**config.mk**
```make
export PLATFORM = sky130hd
export DESIGN_NAME = acc_alu_ext
export DESIGN_NICKNAME = d
export VERILOG_FILES = /design/src/rtl/acc_alu_pkg.sv /design/src/rtl/acc_alu_addsub.sv /design/src/rtl/acc_alu_mul.sv /design/src/rtl/acc_alu_ext.sv
export SDC_FILE = /design/constraint.sdc
export NUM_CORES = 1
export LEC_CHECK = 0
export BUFFER_PORTS_ARGS = -buffer_cell sky130_fd_sc_hd__buf_2
export CORE_ASPECT_RATIO = 0.5
export CORE_MARGIN = 2
export CORE_UTILIZATION = 52
export CTS_CLUSTER_SIZE = 10
export DETAILED_ROUTE_END_ITERATION = 7
export HOLD_SLACK_MARGIN = 0.1
export PLACE_DENSITY = 0.79
export SYNTH_ARGS = -nofsm -noshare
export SYNTH_HDL_FRONTEND = slang
export SYNTH_SLANG_ARGS = --single-unit
```
**constraint.sdc**
```tcl
create_clock -name clk_i -period 0.8 [get_ports clk_i]
set_clock_uncertainty 0.15 [all_clocks]
set_input_delay 0.08 -clock clk_i [delete_from_list [all_inputs] [get_ports clk_i]]
set_output_delay 0.08 -clock clk_i [all_outputs]
set_load 0.005 [all_outputs]
```
**src/rtl/acc_alu_pkg.sv**
```systemverilog
package acc_alu_pkg;
  typedef enum logic [2:0] {
    OP_ADD   = 3'd0,
    OP_ADDC  = 3'd1,
    OP_SUB   = 3'd2,
    OP_SUBB  = 3'd3,
    OP_RSUBB = 3'd4,
    OP_NEG   = 3'd5,
    OP_MUL   = 3'd6,
    OP_RSV   = 3'd7
  } alu_op_e;
endpackage

```
**src/rtl/acc_alu_addsub.sv**
```systemverilog
module acc_alu_addsub #(
  parameter int W    = 8,
  parameter int HALF = W / 2
) (
  input  logic [W-1:0] a_i,
  input  logic [W-1:0] b_i,
  input  logic         cin_i,
  output logic [W-1:0] sum_o,
  output logic         cout_o,
  output logic         hc_o,
  output logic         ov_o
);
  localparam int HI_W = W - HALF;

  logic [HALF:0] lo_sum;
  logic [HI_W:0] hi_sum;

  // split at the nibble boundary so the half carry is a real adder output
  assign lo_sum = {1'b0, a_i[HALF-1:0]} + {1'b0, b_i[HALF-1:0]} + {{HALF{1'b0}}, cin_i};
  assign hi_sum = {1'b0, a_i[W-1:HALF]} + {1'b0, b_i[W-1:HALF]} + {{HI_W{1'b0}}, lo_sum[HALF]};

  assign sum_o  = {hi_sum[HI_W-1:0], lo_sum[HALF-1:0]};
  assign cout_o = hi_sum[HI_W];
  assign hc_o   = lo_sum[HALF];
  assign ov_o   = (a_i[W-1] == b_i[W-1]) && (sum_o[W-1] != a_i[W-1]);
endmodule

```
**src/rtl/acc_alu_mul.sv**
```systemverilog
module acc_alu_mul #(
  parameter int W     = 8,
  parameter bit ARRAY = 1'b0
) (
  input  logic [W-1:0]   a_i,
  input  logic [W-1:0]   b_i,
  output logic [2*W-1:0] p_o
);
  localparam int PW = 2 * W;

  generate
    if (ARRAY) begin : g_array
      logic [PW-1:0] row [W];
      for (genvar i = 0; i < W; i++) begin : g_row
        assign row[i] = b_i[i] ? ({{W{1'b0}}, a_i} << i) : '0;
      end
      always_comb begin
        p_o = '0;
        for (int k = 0; k < W; k++) p_o = p_o + row[k];
      end
    end else begin : g_op
      assign p_o = {{W{1'b0}}, a_i} * {{W{1'b0}}, b_i};
    end
  endgenerate
endmodule

```
**src/rtl/acc_alu_ext.sv**
```systemverilog
module acc_alu_ext
  import acc_alu_pkg::*;
#(
  parameter int DATA_W    = 8,
  parameter bit MUL_ARRAY = 1'b0
) (
  input  logic                clk_i,
  input  logic                rst_ni,
  input  logic                en_i,
  input  logic [2:0]          op_i,
  input  logic [DATA_W-1:0]   w_i,
  input  logic [DATA_W-1:0]   f_i,
  input  logic [DATA_W-1:0]   lit_i,
  input  logic                use_lit_i,
  input  logic                c_i,
  input  logic                dest_i,
  output logic [DATA_W-1:0]   result_o,
  output logic                dest_f_o,
  output logic                n_o,
  output logic                ov_o,
  output logic                c_o,
  output logic                dc_o,
  output logic                z_o,
  output logic [2*DATA_W-1:0] prod_o
);
  localparam int PW = 2 * DATA_W;

  alu_op_e             op;
  logic [DATA_W-1:0]   opnd;
  logic [DATA_W-1:0]   add_a, add_b, add_sum;
  logic                add_cin, add_cout, add_hc, add_ov;
  logic [PW-1:0]       prod_d;
  logic                byte_op, mul_op;

  assign op      = alu_op_e'(op_i);
  assign opnd    = use_lit_i ? lit_i : f_i;
  assign mul_op  = (op == OP_MUL);
  assign byte_op = !mul_op && (op != OP_RSV);

  // every byte op maps onto a + b + cin; subtraction adds the complement
  always_comb begin
    add_a   = opnd;
    add_b   = w_i;
    add_cin = 1'b0;
    unique case (op)
      OP_ADD:   ;
      OP_ADDC:  add_cin = c_i;
      OP_SUB:   begin add_b = ~w_i;  add_cin = 1'b1; end
      OP_SUBB:  begin add_b = ~w_i;  add_cin = c_i;  end
      OP_RSUBB: begin add_a = w_i;   add_b = ~opnd; add_cin = c_i; end
      OP_NEG:   begin add_a = ~opnd; add_b = '0;    add_cin = 1'b1; end
      default:  ;
    endcase
  end

  acc_alu_addsub #(.W(DATA_W)) u_addsub (
    .a_i    (add_a),
    .b_i    (add_b),
    .cin_i  (add_cin),
    .sum_o  (add_sum),
    .cout_o (add_cout),
    .hc_o   (add_hc),
    .ov_o   (add_ov)
  );

  acc_alu_mul #(.W(DATA_W), .ARRAY(MUL_ARRAY)) u_mul (
    .a_i (w_i),
    .b_i (opnd),
    .p_o (prod_d)
  );

  always_ff @(posedge clk_i or negedge rst_ni) begin
    if (!rst_ni) begin
      result_o <= '0;
      dest_f_o <= 1'b0;
      n_o      <= 1'b0;
      ov_o     <= 1'b0;
      c_o      <= 1'b0;
      dc_o     <= 1'b0;
      z_o      <= 1'b0;
      prod_o   <= '0;
    end else if (en_i) begin
      if (mul_op) begin
        prod_o <= prod_d;
      end else if (byte_op) begin
        result_o <= add_sum;
        dest_f_o <= (op == OP_NEG) ? 1'b1 : dest_i;
        n_o      <= add_sum[DATA_W-1];
        ov_o     <= add_ov;
        c_o      <= add_cout;
        dc_o     <= add_hc;
        z_o      <= (add_sum == '0);
      end
    end
  end

  AST_MUL_KEEPS_FLAGS: assert property (@(posedge clk_i) disable iff (!rst_ni)
    (en_i && mul_op) |=> ($stable({n_o, ov_o, c_o, dc_o, z_o}) && $stable(result_o) && $stable(dest_f_o)));
  AST_IDLE_HOLD: assert property (@(posedge clk_i) disable iff (!rst_ni)
    (!en_i || op == OP_RSV) |=> ($stable(result_o) && $stable(prod_o) && $stable({n_o, ov_o, c_o, dc_o, z_o})));
  AST_ZERO_FLAG: assert property (@(posedge clk_i) disable iff (!rst_ni)
    (en_i && byte_op) |=> (z_o == (result_o == '0)));
  AST_NEG_FLAG: assert property (@(posedge clk_i) disable iff (!rst_ni)
    (en_i && byte_op) |=> (n_o == result_o[DATA_W-1]));
  AST_NEG_DEST: assert property (@(posedge clk_i) disable iff (!rst_ni)
    (en_i && op == OP_NEG) |=> dest_f_o);
  AST_NEG_CARRY: assert property (@(posedge clk_i) disable iff (!rst_ni)
    (en_i && op == OP_NEG) |=> (c_o == (result_o == '0)));
  AST_PROD_ONLY_MUL: assert property (@(posedge clk_i) disable iff (!rst_ni)
    (en_i && byte_op) |=> $stable(prod_o));
endmodule

```
==> metrics, run 1 <==
status=finished, violations left; failing checks=negative hold slack, negative setup slack; clock root cell=clkbuf_16; Rows=22; Filler cells=331; Setup Crit Path Kind=input port to flop; Pins Over Slew Limit=0; Synth Instances=449; DR iter-0 viols=408; routed len/inst=22.9 um; most frequent cell after synthesis=inv_1; Slew headroom=0.730; CTS Buf Count=5; share of flip-flops with an asynchronous set or reset=1.00; number of synthesized flops with an enable pin=0; CTS tree=built; startpoint type of the worst setup path=input port; Synth Cell Area=4010 um2; Seq pwr share=0.135; max-cap violations=0; Die X=128 um; worst slew pin tran=394 ps; drt pass-1 iters=7; clock power share=0.121; tightest hold margin=-59.5 ps; Int Pwr=9680 uW; post-layout minimum cycle time=4030 ps; Hold Crit Class=input port to flop; die footprint=8480 um2; top cell type by total area after synthesis=fa_1; top_reg_cell synth=dfrtp_1; Clock Latency Late Sink=280 ps; first-pass GRT wire length=21.8 mm; num ports=63; CTS HTree Levels=2; pre-CTS WS=-3430 ps; GP Congestion=0.876; final hold vios=1; Worst setup EP type=flop; crit path max fanout=7; post-route ant nets=0; Starting Density=0.542; ANT cells=0; count of input and output buffers=62; combinational power share=0.744; core area=7400 um2; Worst VDD drop=0.00165 V; Post-Layout Cell Count=717; Sink Count=29; period utilization=5.03; DRC errors left=0; worst path required time=810 ps; hold_buf cts=1; largest net degree at the start of global routing=30; Final #Nets=735; P_leak=0.00310 uW; Die H=66.1 um; fmax=248 MHz; global route overflow=0; initial antenna violation count=0; placed cells=676; Distinct cells, synth=47; Mapped Nets=564; drt total wl=16.4 mm; register area share after synthesis=0.181; Psw=7210 uW; RSZ-0062 raised after global routing=true; setup tns final=-70,500 ps; syn_area_per_cell=8.94 um2; CP Data Arrival Time=4040 ps; number of global-route vias before repair=4,384; number of synthesized register bits=29; top cell type's share of synthesized area=0.200; dpl hpwl=8.31 mm; maximum clock path buffer count=2; final setup fails=59; Net Sw Frac=0.427; routed vias/inst=6.20; PwrDens=2750 nW/um2; P&R area growth vs syn=53.3%; Post-synth top cells=63 x inv_1, 44 x nor2b_1, 42 x ha_1; worst setup margin=-3230 ps; yosys warns=0; vias post-DR=4,443; overall routing resource usage=0.339; layout cells sized above 1=0.501; top cells by area, synth=fa_1 20%, dfrtp_1 18%, ha_1 13%; clock edge transition at the registers on the reported setup and hold paths=50 ps
[layout by cell type, fill, tap and decap left out, types with 3 or more instances in the layout]
cell,count
a211oi_1,6
a21o_1,7
a21oi_1,12
a21oi_2,11
a22oi_1,6
a31oi_1,3
and2_1,12
and2_4,4
buf_12,4
buf_2,58
buf_4,98
buf_6,26
clkbuf_16,5
dfrtp_1,29
fa_1,32
fa_2,8
ha_1,27
ha_4,15
inv_1,50
inv_2,14
mux2_4,8
mux2i_1,7
nand2_1,37
nand2_2,3
nand2b_4,5
nor2_1,3
nor2b_1,32
nor2b_2,7
nor2b_4,5
o21ai_0,4
o21ai_1,19
o21ai_2,7
xor2_1,8
[final cells by class]
class,count,area (um2),share of cell area
Clock inverter,1,5.00,0.000814
Sequential cell,29,726,0.118
Tap cell,96,120,0.0195
Timing Repair Buffer,189,1450,0.236
Inverter,64,240,0.0391
Multi-Input combinational cell,331,3460,0.562
Clock buffer,7,153,0.0248
[cells by family after synthesis]
family	after synthesis	synth area share
AOI/OAI and AO/OA	94	0.152
xor gates and xnor gates	14	0.0306
adders and majority gates	82	0.331
buffers and inverters	89	0.0910
DFF	29	0.181
muxes	19	0.0515
and+or+nand+nor	122	0.163
[worst paths after layout]
check	startpoint	to	slack (ps)	cells past startpoint
setup / recovery	use_lit_i	prod_o[9]	-3230	17
min in group asynchronous	rst_ni	result_o[3]	130	3
hold reg to reg	prod_o[7]	prod_o[7]	340	2
setup reg to reg	result_o[0]	result_o[0]	-290	2
max in group asynchronous	rst_ni	prod_o[9]	190	3
hold / removal	dest_i	dest_f_o	-60	3
[state kept, by name, indices dropped and copies added, names as in the netlist]
name / count
c_o: 1
ov_o: 1
result_o: 8
prod_o: 16
dest_f_o: 1
dc_o: 1
z_o: 1
[repair_timing]
| action | CTS | global route |
|---|---|---|
| setup buffers | 28 | 13 |
| resized for setup | 64 | 39 |
| endpoints found under the setup margin | 59 | 59 |
| gates cloned | 1 | 0 |
| hold endpoints to repair | 33 | 2 |
| pin swaps | 39 | 24 |
[routing by layer]
metal / wire (um) / share of wire / GRT usage
met3: 1740 / 0.11 / 0.0939
met1: 5960 / 0.36 / 0.384
met5: 0 / 0 / 0
met4: 1230 / 0.075 / 0.152
met2: 7480 / 0.46 / 0.609
[power by group through the flow]
stage | Clock [uW] | Combinational, uW | Sequential [uW]
2_1_floorplan | 0 | 6110 | 2320
3_3_place_gp | 0 | 9290 | 2260
3_5_place_dp | 0 | 9590 | 2270
4_1_cts | 2030 | 11000 | 2250
5_1_grt | 2130 | 13400 | 2330
6_report | 2040 | 12600 | 2290
[stage by stage]
step / instance area (um2) / util / hold slack (ps) / total power, uW
5_1_grt: 6150 / 0.831 / -56.7 / 17800
2_1_floorplan: 4310 / - / -366 / 8430
4_1_cts: 5920 / 0.799 / -110 / 15300
3_5_place_dp: 5290 / 0.714 / -108 / 11900
3_3_place_gp: 5290 / 0.714 / -112 / 11500
6_report: 6150 / 0.831 / -59.5 / 16900
[worst max-delay path, cell delays in order]
cell	delay [ps]
buf_12	120
mux2_4	350
nand2_1	110
fa_1	460
fa_1	570
inv_1	70
fa_1	490
inv_1	50
fa_1	500
inv_2	50
ha_4	290
o211ai_1	130
a21oi_2	270
buf_4	190
nor2b_2	50
xor2_1	170
o21ai_1	90
Power figures use the tool's default switching activity.
==> run 2, diff against run 1 <==
- MAX_ROUTING_LAYER: unset -> met4
==> metrics, run 2 (synthesis gave the netlist of run 1 again) <==
maximum clock path buffer count=2; global route overflow=0; final hold vios=1; Die X=128 um; CP Data Arrival Time=4070 ps; Slew headroom=0.746; number of global-route vias before repair=4,364; clock root cell=clkbuf_16; period utilization=5.07; clock edge transition at the registers on the reported setup and hold paths=60 ps; Filler cells=331; Tot Pwr=16,900 uW; final instance area=6150 um2; overall routing resource usage=0.349; CTS HTree Levels=2; CTS Buf Count=5; startpoint type of the worst setup path=input port; initial antenna violation count=0; Pins Over Slew Limit=0; RSZ-0062 raised after global routing=true; failing checks=negative hold slack, negative setup slack; routed len/inst=22.7 um; clock power share=0.121; drt pass-1 iters=5; count of input and output buffers=62; hold_buf cts=1; largest net degree at the start of global routing=30; first-pass GRT wire length=21.8 mm; worst slew pin tran=371 ps; Final #Nets=735; drt total wl=16.3 mm; routed vias/inst=6.12; post-layout minimum cycle time=4060 ps; tightest hold margin=-68.6 ps; P_leak=0.00310 uW; crit path max fanout=7; Most flops, register=prod_o; GP Congestion=0.891; Net Sw Frac=0.428; Rows=22; DRC errors left=0; worst setup margin=-3260 ps; core area=7400 um2; layout cells sized above 1=0.501; status=finished, violations left; setup tns final=-70,380 ps; Setup Crit Path Kind=input port to flop; Sink Count=29; Die H=66.1 um; CTS tree=built; Largest regs=prod_o: 16 flops, result_o: 8 flops; fmax=246 MHz; dpl hpwl=8.31 mm; Starting Density=0.542; Clock Latency Late Sink=290 ps; Seq pwr share=0.135; combinational power share=0.744; Worst VDD drop=0.00164 V; max-cap violations=0; post-route ant nets=0; vias post-DR=4,385; ANT cells=0; PwrDens=2750 nW/um2; placed cell area=5290 um2; commonest non-fill, non-tap cell in the layout=buf_4; Psw=7230 uW; die footprint=8480 um2; worst path required time=820 ps; num ports=63; final setup fails=59; Int Pwr=9680 uW; P&R area growth vs syn=53.3%; Worst setup EP type=flop; Largest register FFs=16; DR iter-0 viols=425; Hold Crit Class=input port to flop; commonest non-fill, non-tap cells in the layout=98 x buf_4, 58 x buf_2, 50 x inv_1, 37 x nand2_1
## run 2: cell counts in the layout (fill, tap and decap cells not counted)
Identical to the previous run, type by type.
## run 2: path summary, 6_finish.rpt
kind	start	endpoint	slack, ps	cells past startpoint
worst max-delay path	use_lit_i	prod_o[9]	-3260	17
worst min-delay path	dest_i	dest_f_o	-70	3
worst max register to register	result_o[0]	result_o[0]	-290	2
worst min register to register	prod_o[7]	prod_o[7]	330	2
max in group asynchronous	rst_ni	prod_o[9]	190	3
min in group asynchronous	rst_ni	result_o[3]	130	3
## run 2: cell type report
| cell class | instances | area, um2 | share of cell area |
|---|---|---|---|
| clock buffer | 7 | 153 | 0.0248 |
| clock inverter | 1 | 5.00 | 0.000814 |
| inverter | 64 | 240 | 0.0391 |
| multi-input combinational | 331 | 3460 | 0.562 |
| sequential | 29 | 726 | 0.118 |
| tap | 96 | 120 | 0.0195 |
| timing repair buffer | 189 | 1450 | 0.236 |
## run 2: critical path: stages
cell and delay [ps]:
buf_12 110, mux2_4 340, nand2_1 110, fa_1 470, fa_1 570, inv_1 70, fa_1 490, inv_1 50
fa_1 500, inv_2 50, ha_4 290, o211ai_1 140, a21oi_2 290, buf_4 190, nor2b_2 50, xor2_1 170
o21ai_1 90
## run 2: what timing repair did
| action | in CTS | in global routing |
|---|---|---|
| pin swaps | 39 | 24 |
| endpoints found under the setup margin | 59 | 59 |
| cloned | 1 | 0 |
| resized for setup | 64 | 39 |
| buffers inserted | 28 | 13 |
| endpoints found under the hold margin | 33 | 2 |
## run 2: layer usage
| layer | up-vias | GRT usage | wire length [um] |
|---|---|---|---|
| li1 | 1814 | - | - |
| met1 | 2071 | 0.389 | 5990 |
| met2 | 357 | 0.613 | 7500 |
| met3 | 143 | 0.0858 | 1660 |
| met4 | 0 | 0.143 | 1160 |
| met5 | - | - | 0 |
## run 2: power groups by stage
stage               logic [uW]  registers, uW  clock network (uW)
CTS                      11000           2250                2030
global route             13400           2330                2130
finish                   12600           2280                2050
detailed placement        9590           2270                   0
global placement          9290           2260                   0
floorplan                 6110           2320                   0
## run 2: stage by stage
stage / util / cells / setup slack [ps]
after floorplan: - / 449 / -3140
after global placement: 0.714 / 676 / -3340
after detailed placement: 0.714 / 676 / -3430
after CTS: 0.799 / 710 / -2980
after global routing: 0.831 / 717 / -3390
final: 0.831 / 717 / -3260
